### src/rtl/tcmp_pkg.sv
package tcmp_pkg;

    localparam int unsigned MODE_W = 4;

    typedef enum logic [MODE_W-1:0] {
        CM_OFF      = 4'b0000,
        CM_SET_HI   = 4'b1000,
        CM_DRV_LO   = 4'b1001,
        CM_SW_IRQ   = 4'b1010,
        CM_EVT_TRIG = 4'b1011
    } cmp_mode_e;

    // true when the raw mode code selects one of the four compare actions
    function automatic logic mode_active(input logic [MODE_W-1:0] m);
        return m[3:2] == 2'b10;
    endfunction

endpackage

### src/rtl/tcmp_match_det.sv
module tcmp_match_det #(
    parameter int unsigned CMP_W = 16
) (
    input  logic             clk,
    input  logic             rst_n,
    input  logic [CMP_W-1:0] tmr_value,
    input  logic [CMP_W-1:0] cmp_word,
    input  logic             enable,
    output logic             hit
);
    typedef struct packed {
        logic eq_prev;
    } det_st_t;

    det_st_t st_d, st_q;
    logic    eq_now;

    always_comb begin
        eq_now        = (tmr_value == cmp_word);
        st_d          = st_q;
        st_d.eq_prev  = eq_now;
        // one event per arrival at the compare word
        hit           = eq_now && !st_q.eq_prev && enable;
    end

    always_ff @(posedge clk or negedge rst_n) begin
        if (!rst_n) st_q <= '0;
        else        st_q <= st_d;
    end
endmodule

### src/rtl/tcmp_action.sv
module tcmp_action
    import tcmp_pkg::*;
#(
    parameter bit HAS_ADC_LINK = 1'b1
) (
    input  logic              clk,
    input  logic              rst_n,
    input  logic              hit,
    input  logic [MODE_W-1:0] mode,
    input  logic              force_low,
    input  logic              adc_enable,
    output logic              latch,
    output logic              trig,
    output logic              go
);
    typedef struct packed {
        logic latch;
        logic trig;
        logic go;
    } act_st_t;

    act_st_t st_d, st_q;
    logic    go_gate;

    generate
        if (HAS_ADC_LINK) begin : g_adc
            assign go_gate = adc_enable;
        end else begin : g_no_adc
            assign go_gate = 1'b0;
        end
    endgenerate

    always_comb begin
        st_d      = st_q;
        st_d.trig = 1'b0;
        st_d.go   = 1'b0;
        if (hit) begin
            unique case (mode)
                CM_SET_HI:   st_d.latch = 1'b1;
                CM_DRV_LO:   st_d.latch = 1'b0;
                CM_EVT_TRIG: begin
                    st_d.trig = 1'b1;
                    st_d.go   = go_gate;
                end
                default: ;
            endcase
        end
        // clearing the mode wins over a same-cycle match
        if (force_low) st_d.latch = 1'b0;
    end

    always_ff @(posedge clk or negedge rst_n) begin
        if (!rst_n) st_q <= '0;
        else        st_q <= st_d;
    end

    assign latch = st_q.latch;
    assign trig  = st_q.trig;
    assign go    = st_q.go;
endmodule

### src/rtl/tcmp_flag.sv
module tcmp_flag (
    input  logic clk,
    input  logic rst_n,
    input  logic set,
    input  logic clr,
    output logic flag
);
    logic flag_d, flag_q;

    always_comb begin
        flag_d = flag_q;
        if (clr) flag_d = 1'b0;
        if (set) flag_d = 1'b1;
    end

    always_ff @(posedge clk or negedge rst_n) begin
        if (!rst_n) flag_q <= 1'b0;
        else        flag_q <= flag_d;
    end

    assign flag = flag_q;
endmodule

### src/rtl/tcmp_unit.sv
module tcmp_unit
    import tcmp_pkg::*;
#(
    parameter int unsigned CMP_W        = 16,
    parameter bit          HAS_ADC_LINK = 1'b1
) (
    input  logic             clk,
    input  logic             rst_n,
    input  logic             cmp_we,
    input  logic [CMP_W-1:0] cmp_wdata,
    input  logic             mode_we,
    input  logic [3:0]       mode_wdata,
    input  logic [CMP_W-1:0] tmr_value,
    input  logic             adc_enable,
    input  logic             irq_clr,
    output logic             irq_flag,
    output logic             cmp_out,
    input  logic             pin_dir_out,
    output logic             pin_drive_en,
    output logic             pin_level,
    output logic             timer_clear,
    output logic             adc_go
);
    typedef struct packed {
        logic [CMP_W-1:0]  cmp;
        logic [MODE_W-1:0] mode;
    } cfg_st_t;

    cfg_st_t cfg_d, cfg_q;
    logic    hit, active, force_low, latch;

    always_comb begin
        cfg_d = cfg_q;
        if (cmp_we)  cfg_d.cmp  = cmp_wdata;
        if (mode_we) cfg_d.mode = mode_wdata;
        active    = mode_active(cfg_q.mode);
        force_low = mode_we && (mode_wdata == CM_OFF);
    end

    always_ff @(posedge clk or negedge rst_n) begin
        if (!rst_n) cfg_q <= '0;
        else        cfg_q <= cfg_d;
    end

    tcmp_match_det #(.CMP_W(CMP_W)) det_i (
        .clk       (clk),
        .rst_n     (rst_n),
        .tmr_value (tmr_value),
        .cmp_word  (cfg_q.cmp),
        .enable    (active),
        .hit       (hit)
    );

    tcmp_action #(.HAS_ADC_LINK(HAS_ADC_LINK)) act_i (
        .clk        (clk),
        .rst_n      (rst_n),
        .hit        (hit),
        .mode       (cfg_q.mode),
        .force_low  (force_low),
        .adc_enable (adc_enable),
        .latch      (latch),
        .trig       (timer_clear),
        .go         (adc_go)
    );

    tcmp_flag flag_i (
        .clk   (clk),
        .rst_n (rst_n),
        .set   (hit),
        .clr   (irq_clr),
        .flag  (irq_flag)
    );

    always_comb begin
        cmp_out      = latch;
        pin_drive_en = pin_dir_out;
        pin_level    = pin_dir_out && latch;
    end
endmodule

### config.mk
export PLATFORM = sky130hd
export DESIGN_NAME = tcmp_unit
export DESIGN_NICKNAME = d
export VERILOG_FILES = /design/src/rtl/tcmp_pkg.sv /design/src/rtl/tcmp_match_det.sv /design/src/rtl/tcmp_action.sv /design/src/rtl/tcmp_flag.sv /design/src/rtl/tcmp_unit.sv
export SDC_FILE = /design/constraint.sdc
export NUM_CORES = 1
export LEC_CHECK = 0
export BUFFER_PORTS_ARGS = -buffer_cell sky130_fd_sc_hd__buf_2
export CAP_MARGIN = 20
export CORE_MARGIN = 2
export CORE_UTILIZATION = 46
export DETAILED_ROUTE_END_ITERATION = 10
export PLACE_DENSITY_LB_ADDON = 0.12
export SYNTH_ARGS = -nofsm -noshare
export SYNTH_HDL_FRONTEND = slang
export SYNTH_SLANG_ARGS = --single-unit
### constraint.sdc
create_clock -name clk -period 1.91 [get_ports clk]
set_input_delay 0.0955 -clock clk [delete_from_list [all_inputs] [get_ports clk]]
set_output_delay 0.0955 -clock clk [all_outputs]
set_load 0.02 [all_outputs]
==> metrics.md <==
| Metric | Value |
|---|---|
| Clk buf depth | `2` |
| Critical Path End Type | `flip-flop` |
| Die Ht | `53.5 um` |
| Post-Syn Instances | `82` |
| CTS buffer count | `3` |
| Area occupied by multi-input gates | `478 um^2` |
| Reg area | `626 um^2` |
| Pleak | `0.770 nW` |
| Status | `completed` |
| Max-slew violation count | `0` |
| CP endpoint | `act_i.latch` |
| Maximum clock frequency | `553 MHz` |
| R2R Path End | `act_i.latch` |
| Worst Path Required | `2.14 ns` |
| Die area | `2860 um^2` |
| Tmin final | `1.81 ns` |
| Post-CTS Setup Repair Bufs | `0` |
| Combinational share of power | `18.2%` |
| RSZ-0062 raised after global routing | `no` |
| Max Cap Viol | `0` |
| Initial DRC Count | `6` |
| Clock share of power | `23.3%` |
| Power per Cell Area | `649 nW/um^2` |
| H-tree depth | `1` |
| P_int | `0.769 mW` |
| Total track usage | `18.3%` |
| Fill cell count | `170` |
| Final hold vios | `0` |
| First-pass GRT wire length | `3630 um` |
| Reg2Reg Depth | `5` |
| NetSw | `0.257 mW` |
| Detail Route Antenna Nets | `0` |
| Post-route clock period utilization | `94.7%` |
| Max_slew headroom | `64.5%` |
| Worst slew pin tran | `0.532 ns` |
| Sequential fraction of design power | `58.5%` |
| Vias | `841` |
| Clock root buffer master | `clkbuf_4` |
| # IOs | `49` |
| Mapped Avg Cell Area | `13.7 um^2` |
| Crit-path max FO | `2` |
| Hold Crit Class | `in -> reg` |
| Clock insertion delay at the later pin of the skew report | `0.32 ns` |
| CTS tree | `built` |
| Clock transition at path regs | `0.13 ns` |
| FF-to-FF setup slack | `0.10 ns` |
| # DRC | `0` |
| Final nets | `192` |
| Initial Utilization | `50.0%` |
| Setup WS pre-CTS | `0.104 ns` |
| FF-to-FF Start | `cfg_q[14]` |
| CP Class | `reg -> reg` |
| N_diodes | `0` |
| Synth cell types | `16` |
| Final WS setup | `0.102 ns` |
| Switching Share | `25.1%` |
| Clk sinks | `25` |
| Area Growth Syn to Fin | `40.2%` |
| Worst EP arrival | `2.03 ns` |
| Synthesized net count | `125` |
| Congestion Overflow GR | `0` |
| Routed len/inst | `13.0 um` |
| Pin count of the biggest net entering global routing | `26` |
| Final Wtd Congestion | `0.635` |
| Mapped Area | `1130 um^2` |
| Die Wd | `53.5 um` |
| Initial antenna violation count | `0` |
| Final setup fails | `0` |
| Port Buffers | `48` |
| CP startpoint kind | `flip-flop` |
| Drt total wl | `2300 um` |
| DP HPWL | `1660 um` |
| Seq/Total Area, Yosys | `55.5%` |
| CTS resizes | `0` |
| Setup TNS | `0 ns` |
| Vias per cell | `4.78` |
| Layout cells sized above 1 | `51.4%` |
| Worst setup path startpoint | `cfg_q[14]` |
| Number of global-route vias before repair | `835` |
| DRT Pass-1 Iters | `2` |
| Core ar. | `2250 um^2` |
| VDD IR max | `0.000493 V` |
| Ys Warns | `0` |
| FF+latch count, synth | `25` |
| Row count | `17` |
| Clock skew | `0.00617 ns` |
==> power by group through the flow <==
stage / logic (mW) / clock network (mW) / registers, mW
CTS: 0.187 / 0.247 / 0.600
detailed placement: 0.163 / 0 / 0.611
floorplan: 0.0941 / 0 / 0.604
finish: 0.187 / 0.239 / 0.600
global route: 0.207 / 0.270 / 0.606
global placement: 0.158 / 0 / 0.608
==> per-layer routing <==
metal	up-vias	global-route usage, %	part of all wire (%)
li1	416	-	-
met1	389	21.9	44
met2	31	31.9	48
met3	5	2.54	6.0
met4	0	9.40	2.0
met5	-	0	0
==> area by class of cell <==
class | count | share of cell area [%]
clock buffer | 4 | 1.66
inverter | 2 | 0.475
timing repair buffer | 65 | 25.8
tap | 28 | 2.22
sequential | 25 | 39.6
multi-input combinational | 52 | 30.2
==> metrics by stage <==
step	hold slack (ns)	total power, mW	utilization [%]	instance area, um^2	instances
after global placement	0.114	0.765	61.8	1390	156
after CTS	0.00136	1.03	69.6	1570	175
after global routing	0.000631	1.08	70.1	1580	176
final	0.00949	1.03	70.1	1580	176
after detailed placement	0.110	0.774	61.8	1390	156
after floorplan	-0.200	0.698	-	1130	82
==> how the worst min path moves through the flow <==
| stage | start | endpoint | slack, ns | cells past startpoint |
|---|---|---|---|---|
| floorplan | rst_n | act_i.go | -0.20 | 0 |
| global placement | rst_n | cfg_q[14] | 0.11 | 1 |
| detailed placement | rst_n | cfg_q[15] | 0.11 | 1 |
| CTS | cmp_wdata[3] | cfg_q[7] | 0.001 | 2 |
| global route | mode_wdata[3] | cfg_q[3] | 0.0006 | 2 |
| finish | cmp_wdata[10] | cfg_q[14] | 0.009 | 2 |
==> synth_stat cells <==
master,number,area (um^2)
a21boi_0,1,7.51
a21oi_1,1,5.00
and2_1,2,12.5
buf_2,1,5.00
buf_4,1,7.51
clkbuf_1,1,3.75
dfrtp_1,25,626
inv_1,2,7.51
mux2_2,21,236
nand2_1,1,3.75
nand4_1,1,6.26
nor3_2,2,20.0
nor4_1,5,31.3
o22ai_1,1,6.26
or3b_2,1,8.76
xor2_1,16,140
==> critical path, stage by stage, from the launching register on <==
cell and delay (ns):
dfrtp_1 0.41, xor2_1 0.17, nor4_1 0.41, nand4_1 0.19, nor3_2 0.19, mux2_2 0.35
==> sequential cells by signal, summed over array words and instances (netlist names) <==
register / count
flag_i.flag: 1
act_i.go: 1
cfg_q: 20
act_i.trig: 1
act_i.latch: 1
det_i.st_q: 1
==> kinds of logic (layout without fill, tap and decap cells) <==
logic type | after synthesis | after routing | synth area share, %
mux | 21 | 21 | 21.0
buf+inv | 5 | 71 | 2.11
flops | 25 | 25 | 55.5
simple gates | 12 | 12 | 7.33
xor+xnor | 16 | 16 | 12.4
compound gates | 3 | 3 | 1.66
==> layout by cell type (no fill, tap or decap) <==
master	n
or3b_2	1
dfrtp_1	25
clkbuf_4	3
nor4_1	5
nand2_1	1
and2_1	2
nor3_2	2
a21oi_1	1
o22ai_1	1
buf_2	48
nand4_1	1
clkbuf_1	1
inv_1	2
a21boi_0	1
xor2_1	16
dlygate4sd3_1	16
buf_4	1
mux2_2	21
==> repair_timing <==
action,CTS,global route
setup endpoints to repair,0,0
hold endpoints to repair,39,1
hold buffers,15,1
Power figures use the tool's default switching activity.
